`config.mk`:
```
export PLATFORM = sky130hd
export DESIGN_NAME = sec_rtc
export DESIGN_NICKNAME = d
export VERILOG_FILES = /design/src/rtl/sec_rtc_pkg.sv /design/src/rtl/sec_rtc_wgate.sv /design/src/rtl/sec_rtc_count.sv /design/src/rtl/sec_rtc_flags.sv /design/src/rtl/sec_rtc.sv
export SDC_FILE = /design/constraint.sdc
export NUM_CORES = 1
export LEC_CHECK = 0
export ABC_AREA = 1
export BUFFER_PORTS_ARGS = -buffer_cell sky130_fd_sc_hd__buf_2
export CAP_MARGIN = 20
export CORE_AREA = 2 2 127 129
export DETAILED_ROUTE_END_ITERATION = 7
export DIE_AREA = 0 0 129 131
export PLACE_DENSITY = 0.68
export REMOVE_ABC_BUFFERS = 1
export SLEW_MARGIN = 0
export SYNTH_ARGS = -nofsm -noshare
export SYNTH_HDL_FRONTEND = slang
export SYNTH_SLANG_ARGS = --single-unit
export TNS_END_PERCENT = 10
```
`constraint.sdc`:
```
create_clock -name clk -period 3.5 [get_ports clk]
set_input_delay 0.35 -clock clk [delete_from_list [all_inputs] [get_ports clk]]
set_output_delay 0.35 -clock clk [all_outputs]
set_load 0.01 [all_outputs]
```
`src/rtl/sec_rtc_pkg.sv`:
```
package sec_rtc_pkg;

    localparam int DW = 32;
    localparam int AW = 6;

    // register offsets (byte addresses)
    localparam logic [AW-1:0] OFS_CTRL = 6'h00;
    localparam logic [AW-1:0] OFS_SEC  = 6'h04;
    localparam logic [AW-1:0] OFS_ALM  = 6'h08;
    localparam logic [AW-1:0] OFS_REGU = 6'h0C;
    localparam logic [AW-1:0] OFS_SCR  = 6'h34;

    // control word bit positions
    localparam int B_RDY  = 7;
    localparam int B_HZF  = 6;
    localparam int B_HZIE = 5;
    localparam int B_ALF  = 4;
    localparam int B_ALIE = 3;
    localparam int B_ALEN = 2;
    localparam int B_CEN  = 0;

    typedef struct packed {
        logic hz_ie;
        logic al_ie;
        logic al_en;
        logic cnt_en;
    } ctl_t;

    typedef struct packed {
        logic [AW-1:0] addr;
        logic [DW-1:0] data;
    } wreq_t;

    function automatic ctl_t ctl_from_word(input logic [DW-1:0] w);
        ctl_t c;
        c.hz_ie  = w[B_HZIE];
        c.al_ie  = w[B_ALIE];
        c.al_en  = w[B_ALEN];
        c.cnt_en = w[B_CEN];
        return c;
    endfunction

    function automatic logic [DW-1:0] ctl_word(input ctl_t c, input logic rdy,
                                               input logic hzf, input logic alf);
        logic [DW-1:0] w;
        w         = '0;
        w[B_RDY]  = rdy;
        w[B_HZF]  = hzf;
        w[B_HZIE] = c.hz_ie;
        w[B_ALF]  = alf;
        w[B_ALIE] = c.al_ie;
        w[B_ALEN] = c.al_en;
        w[B_CEN]  = c.cnt_en;
        return w;
    endfunction

endpackage

```
`src/rtl/sec_rtc_wgate.sv`:
```
module sec_rtc_wgate
    import sec_rtc_pkg::*;
#(
    parameter int WR_LAT = 4
) (
    input  logic  clk,
    input  logic  rst,
    input  logic  req_valid,
    input  wreq_t req_in,
    output logic  ready,
    output logic  commit,
    output wreq_t held
);
    localparam int CW = $clog2(WR_LAT + 1);

    logic [CW-1:0] cnt;

    always_ff @(posedge clk) begin
        if (rst) begin
            cnt  <= '0;
            held <= '0;
        end else if (req_valid && cnt == '0) begin
            cnt  <= CW'(WR_LAT);
            held <= req_in;
        end else if (cnt != '0) begin
            cnt <= cnt - CW'(1);
        end
    end

    assign ready  = (cnt == '0);
    assign commit = (cnt == CW'(1));

endmodule

```
`src/rtl/sec_rtc_count.sv`:
```
module sec_rtc_count #(
    parameter int DW = 32
) (
    input  logic          clk,
    input  logic          rst,
    input  logic          tick,
    input  logic          en,
    input  logic          load,
    input  logic [DW-1:0] load_val,
    output logic [DW-1:0] count,
    output logic          step
);
    assign step = tick & en & ~load;

    always_ff @(posedge clk) begin
        if (rst)
            count <= '0;
        else if (load)
            count <= load_val;
        else if (step)
            count <= count + DW'(1);
    end

endmodule

```
`src/rtl/sec_rtc_flags.sv`:
```
module sec_rtc_flags (
    input  logic clk,
    input  logic rst,
    input  logic step,
    input  logic alarm_hit,
    input  logic clr_req,
    input  logic keep_hz,
    input  logic keep_al,
    output logic hz_flag,
    output logic al_flag
);
    logic drop_hz, drop_al;

    assign drop_hz = clr_req & ~keep_hz;
    assign drop_al = clr_req & ~keep_al;

    // a set event on the same edge as a clear wins
    always_ff @(posedge clk) begin
        if (rst) begin
            hz_flag <= 1'b0;
            al_flag <= 1'b0;
        end else begin
            hz_flag <= (hz_flag & ~drop_hz) | step;
            al_flag <= (al_flag & ~drop_al) | alarm_hit;
        end
    end

endmodule

```
`src/rtl/sec_rtc.sv`:
```
module sec_rtc
    import sec_rtc_pkg::*;
#(
    parameter int WR_LAT = 4
) (
    input  logic          clk,
    input  logic          rst,
    input  logic          tick,
    input  logic [AW-1:0] bus_addr,
    input  logic          bus_wr,
    input  logic [DW-1:0] bus_wdata,
    output logic [DW-1:0] bus_rdata,
    output logic          irq
);
    wreq_t         req, held;
    logic          ready, commit;
    logic          sel_ctrl, sec_load, sel_alm, sel_scr;
    ctl_t          ctl;
    logic          al_en;
    logic [DW-1:0] alarm, scratch, sec, sec_next;
    logic          step, alarm_hit, hz_flag, al_flag;

    assign req.addr = bus_addr;
    assign req.data = bus_wdata;

    sec_rtc_wgate #(.WR_LAT(WR_LAT)) u_wgate (
        .clk       (clk),
        .rst       (rst),
        .req_valid (bus_wr),
        .req_in    (req),
        .ready     (ready),
        .commit    (commit),
        .held      (held)
    );

    assign sel_ctrl = commit && held.addr == OFS_CTRL;
    assign sec_load = commit && held.addr == OFS_SEC;
    assign sel_alm  = commit && held.addr == OFS_ALM;
    assign sel_scr  = commit && held.addr == OFS_SCR;

    always_ff @(posedge clk) begin
        if (rst) begin
            ctl     <= '0;
            alarm   <= '0;
            scratch <= '0;
        end else begin
            if (sel_ctrl) ctl     <= ctl_from_word(held.data);
            if (sel_alm)  alarm   <= held.data;
            if (sel_scr)  scratch <= held.data;
        end
    end

    assign al_en = ctl.al_en;

    sec_rtc_count #(.DW(DW)) u_count (
        .clk      (clk),
        .rst      (rst),
        .tick     (tick),
        .en       (ctl.cnt_en),
        .load     (sec_load),
        .load_val (held.data),
        .count    (sec),
        .step     (step)
    );

    assign sec_next  = sec + DW'(1);
    assign alarm_hit = step & al_en & (sec_next == alarm);

    sec_rtc_flags u_flags (
        .clk       (clk),
        .rst       (rst),
        .step      (step),
        .alarm_hit (alarm_hit),
        .clr_req   (sel_ctrl),
        .keep_hz   (held.data[B_HZF]),
        .keep_al   (held.data[B_ALF]),
        .hz_flag   (hz_flag),
        .al_flag   (al_flag)
    );

    assign irq = (hz_flag & ctl.hz_ie) | (al_flag & ctl.al_ie);

    always_comb begin
        case (bus_addr)
            OFS_CTRL: bus_rdata = ctl_word(ctl, ready, hz_flag, al_flag);
            OFS_SEC:  bus_rdata = sec;
            OFS_ALM:  bus_rdata = alarm;
            OFS_SCR:  bus_rdata = scratch;
            OFS_REGU: bus_rdata = '0;
            default:  bus_rdata = '0;
        endcase
    end

endmodule

```
==> metrics.sh <==
FINALWIRELENGTH_UM=21800
TIGHTEST_SLEW_PS=743
CRITPATHCAPTURETYPE='output port'
CLOCK-SINKS=143
INITIAL_ANTENNA_VIOLATION_COUNT=0
VIAS=7581
DRV.MAX_CAP_VIOLATION_COUNT=0
TIMING.FINAL.WS_SETUP_PS=950
IR_WORST_VDD_V=0.000337
MOSTFREQUENTLAYOUTCELL='sky130_fd_sc_hd__nand2_1'
CLKSLEWWORSTSETUPHOLDPATHS_PS=60
AREA_DELTA_SYNTH_FINAL_PCT=15.0
PLACE.GP.CONGESTION=0.941
DP.CELLS=1410
ROUTE.DETAILED.VIAS_PER_INST=5.26
SKEW_PS=8.04
DIEAREA_UM2=16900
FINALCRITICALPERIOD_PS=2550
TIMING.FINAL.MAX_SLEW_VIOLATIONS=0
SYNTH_WARNINGS=0
AVG_WL_PER_CELL_UM=15.1
FMAX_MHz=392
WORSTHOLDSTART='bus_wdata[25]'
FIRST_GLOBAL_VIAS=6698
SYNTH_AREA_UM2=7580
CELLS_AFTER_SYNTHESIS=1157
GLOBAL_ROUTE_WIRE_LENGTH_BEFORE_REPAIR_UM=34600
PORT_BUFFERS=74
CLK_ROOT_BUFFER_CELL='sky130_fd_sc_hd__clkbuf_16'
RSZ0062_AT_GRT='false'
SETUP_TNS_PS=0
CRIT_PATH_START_KIND='primary input'
ROUTE.DETAILED.DRC=0
PWR_DENSITY_CELL_nW_PER_UM2=513
DETAILED_PLACE_HPWL_UM=15000
CRIT_PATH_MAX_FANOUT=28
DRT-PASS1-ITER-COUNT=5
DPL_WORST_SLACK_PS=944
SYNTH.DISTINCT_CELLS=39
CTS_POST_SETUP_BUFFERS_INSERTED=0
FLOORPLAN.DIE.WIDTH_UM=129
FINALSETUPVIOLATIONS=0
R2R_START='u_wgate.cnt[1]'
POST_LAYOUT_NONFILLER_INSTANCES=1442
ANTENNA-DIODE-COUNT=0
CP-STARTPOINT='bus_addr[0]'
CTS_RESIZED=0
POSTROUTEANTENNANETS=0
CTS_INSERTED_BUFFERS=17
HOLD_PATH_CLASS='primary input to register'
DETAILEDROUTE.FIRSTITERATIONVIOLATIONS=604
POST_SYNTHESIS_SEQUENTIAL_ELEMENT_COUNT=143
CP_DATA_REQUIRED_TIME_PS=3150
FINALHOLDWORSTSLACK_PS=162
CTSHOLDBUFFERS=0
CORE_AREA_UM2=15600
STATIC-LEAKAGE-POWER_uW=0.00353
CRIT_ARRIVAL_PS=2200
PIN_COUNT=75
SYNTH_SEQ_AREA_SHARE_PCT=37.8
CLOCK_LATENCY_PS=430
AVG_CELL_AREA_SYN_UM2=6.55
FINAL_LAYOUT_SIZE_SUFFIX_GT1_SHARE_PCT=13.0
FLOORPLAN.INITIALDENSITY_PCT=48.6
GRT_MAX_DEGREE=56
DIE_HEIGHT_UM=131
HOLD_VIOLATIONS=0
LAYOUT.NETS=1259
GR-USAGE-ALL-LAYERS_PCT=26.3
CRITICALPATHCATEGORY='primary input to output port'
CTS.HTREE.LEVELS=4
FINAL_MIN_PERIOD_OVER_CLOCK_PERIOD_PCT=72.9
OUTCOME='finished, final reports clean'
CTS.PATH.MAX_BUFFERS=2
MOSTFREQUENTLAYOUTCELLS='327 x sky130_fd_sc_hd__nand2_1, 143 x sky130_fd_sc_hd__dfxtp_1, 125 x sky130_fd_sc_hd__nor2_1, 116 x sky130_fd_sc_hd__inv_1, 89 x sky130_fd_sc_hd__o21ai_0'
MAXSLEWHEADROOM_PCT=50.0
CTS_TREE='done'
OVERFLOW=0
NUM_ROWS=46
Yosys cell counts:
| cell | count | area share [%] |
|---|---|---|
| sky130_fd_sc_hd__a211oi_1 | 2 | 0.20 |
| sky130_fd_sc_hd__a21oi_1 | 86 | 5.7 |
| sky130_fd_sc_hd__a221o_1 | 4 | 0.53 |
| sky130_fd_sc_hd__a221oi_1 | 3 | 0.35 |
| sky130_fd_sc_hd__a22oi_1 | 4 | 0.40 |
| sky130_fd_sc_hd__a31oi_1 | 24 | 2.0 |
| sky130_fd_sc_hd__and2_1 | 1 | 0.083 |
| sky130_fd_sc_hd__buf_1 | 3 | 0.15 |
| sky130_fd_sc_hd__buf_2 | 1 | 0.066 |
| sky130_fd_sc_hd__buf_4 | 2 | 0.20 |
| sky130_fd_sc_hd__clkbuf_1 | 44 | 2.2 |
| sky130_fd_sc_hd__clkinv_1 | 3 | 0.15 |
| sky130_fd_sc_hd__dfxtp_1 | 143 | 38 |
| sky130_fd_sc_hd__ha_1 | 4 | 0.66 |
| sky130_fd_sc_hd__inv_1 | 117 | 5.8 |
| sky130_fd_sc_hd__inv_2 | 6 | 0.30 |
| sky130_fd_sc_hd__nand2_1 | 328 | 16 |
| sky130_fd_sc_hd__nand2_2 | 12 | 0.99 |
| sky130_fd_sc_hd__nand2_4 | 2 | 0.30 |
| sky130_fd_sc_hd__nand3_1 | 77 | 5.1 |
| sky130_fd_sc_hd__nand3_2 | 4 | 0.53 |
| sky130_fd_sc_hd__nand3b_1 | 2 | 0.20 |
| sky130_fd_sc_hd__nand4_1 | 4 | 0.33 |
| sky130_fd_sc_hd__nor2_1 | 126 | 6.2 |
| sky130_fd_sc_hd__nor2_2 | 5 | 0.41 |
| sky130_fd_sc_hd__nor2_4 | 4 | 0.59 |
| sky130_fd_sc_hd__nor2_8 | 3 | 0.79 |
| sky130_fd_sc_hd__nor4_1 | 3 | 0.25 |
| sky130_fd_sc_hd__o211ai_1 | 5 | 0.50 |
| sky130_fd_sc_hd__o21ai_0 | 89 | 5.9 |
| sky130_fd_sc_hd__o21ai_1 | 2 | 0.13 |
| sky130_fd_sc_hd__o21ai_2 | 1 | 0.12 |
| sky130_fd_sc_hd__o221ai_1 | 23 | 2.7 |
| sky130_fd_sc_hd__o22ai_1 | 9 | 0.74 |
| sky130_fd_sc_hd__or2_0 | 1 | 0.083 |
| sky130_fd_sc_hd__or2_2 | 1 | 0.083 |
| sky130_fd_sc_hd__xnor2_1 | 3 | 0.35 |
| sky130_fd_sc_hd__xnor3_1 | 2 | 0.59 |
| sky130_fd_sc_hd__xor2_1 | 4 | 0.46 |
state kept, by name, summed over array words and instances, names as in the netlist:
signal and cells:
alarm 32, u_count.count 32, al_en 1, u_flags.al_flag 1, ctl 3, u_wgate.held 38
scratch 32, u_wgate.cnt 3, u_flags.hz_flag 1
worst paths after layout:
| kind | cells past startpoint | to | slack (ps) |
|---|---|---|---|
| hold / removal | 3 | u_wgate.held[25] | 160 |
| setup reg to reg | 10 | u_count.count[23] | 1100 |
| setup / recovery | 8 | bus_rdata[7] | 950 |
| hold reg to reg | 2 | u_wgate.cnt[1] | 470 |
kinds of logic after synthesis:
group | synth area share (%)
XOR/XNOR | 1.40
AND/OR/NAND/NOR | 32.2
flip-flops | 37.8
buffers and inverters | 8.83
adder cells (fa/ha/maj) | 0.660
AO/OA/AOI/OAI | 19.1
layout make-up:
type / instances / area (µm²)
clock buffer: 19 / 433
clock inverter: 13 / 140
fill: 1556 / 6880
inverter: 126 / 473
multi-input combinational: 838 / 4060
sequential: 143 / 2860
tap: 216 / 270
timing repair buffer: 87 / 480
where the power goes:
| part | leakage [µW] | internal [µW] | total, µW | switching [µW] |
|---|---|---|---|---|
| clock | 0.000270 | 1050 | 1790 | 742 |
| sequential | 0.00116 | 1790 | 1910 | 122 |
| combinational | 0.00210 | 238 | 774 | 536 |
| total | 0.00353 | 3080 | 4480 | 1400 |
per-stage QoR:
step	total power (µW)	utilization (%)	instance area, µm²
floorplan	2420	-	7380
global placement	2710	52.2	8150
detailed placement	2720	52.2	8150
CTS	4500	55.9	8720
global route	4680	55.9	8720
finish	4480	55.9	8720
critical path, cell delays in order:
cell and delay, ps:
sky130_fd_sc_hd__buf_2 100, sky130_fd_sc_hd__nor2_1 200, sky130_fd_sc_hd__nand2_1 80, sky130_fd_sc_hd__nor2_1 490, sky130_fd_sc_hd__inv_2 440, sky130_fd_sc_hd__o22ai_1 230, sky130_fd_sc_hd__a221o_1 160, sky130_fd_sc_hd__buf_2 130
routing by layer:
metal	vias up	wire length [µm]	GRT usage (%)	share of wire [%]
met1	3436	10500	36.4	48
met3	23	1300	5.50	6.0
li1	3915	-	-	-
met5	-	0	0	0
met4	0	274	7.61	1.3
met2	207	9710	41.8	45
No activity file was read; power rests on OpenSTA's default activity.
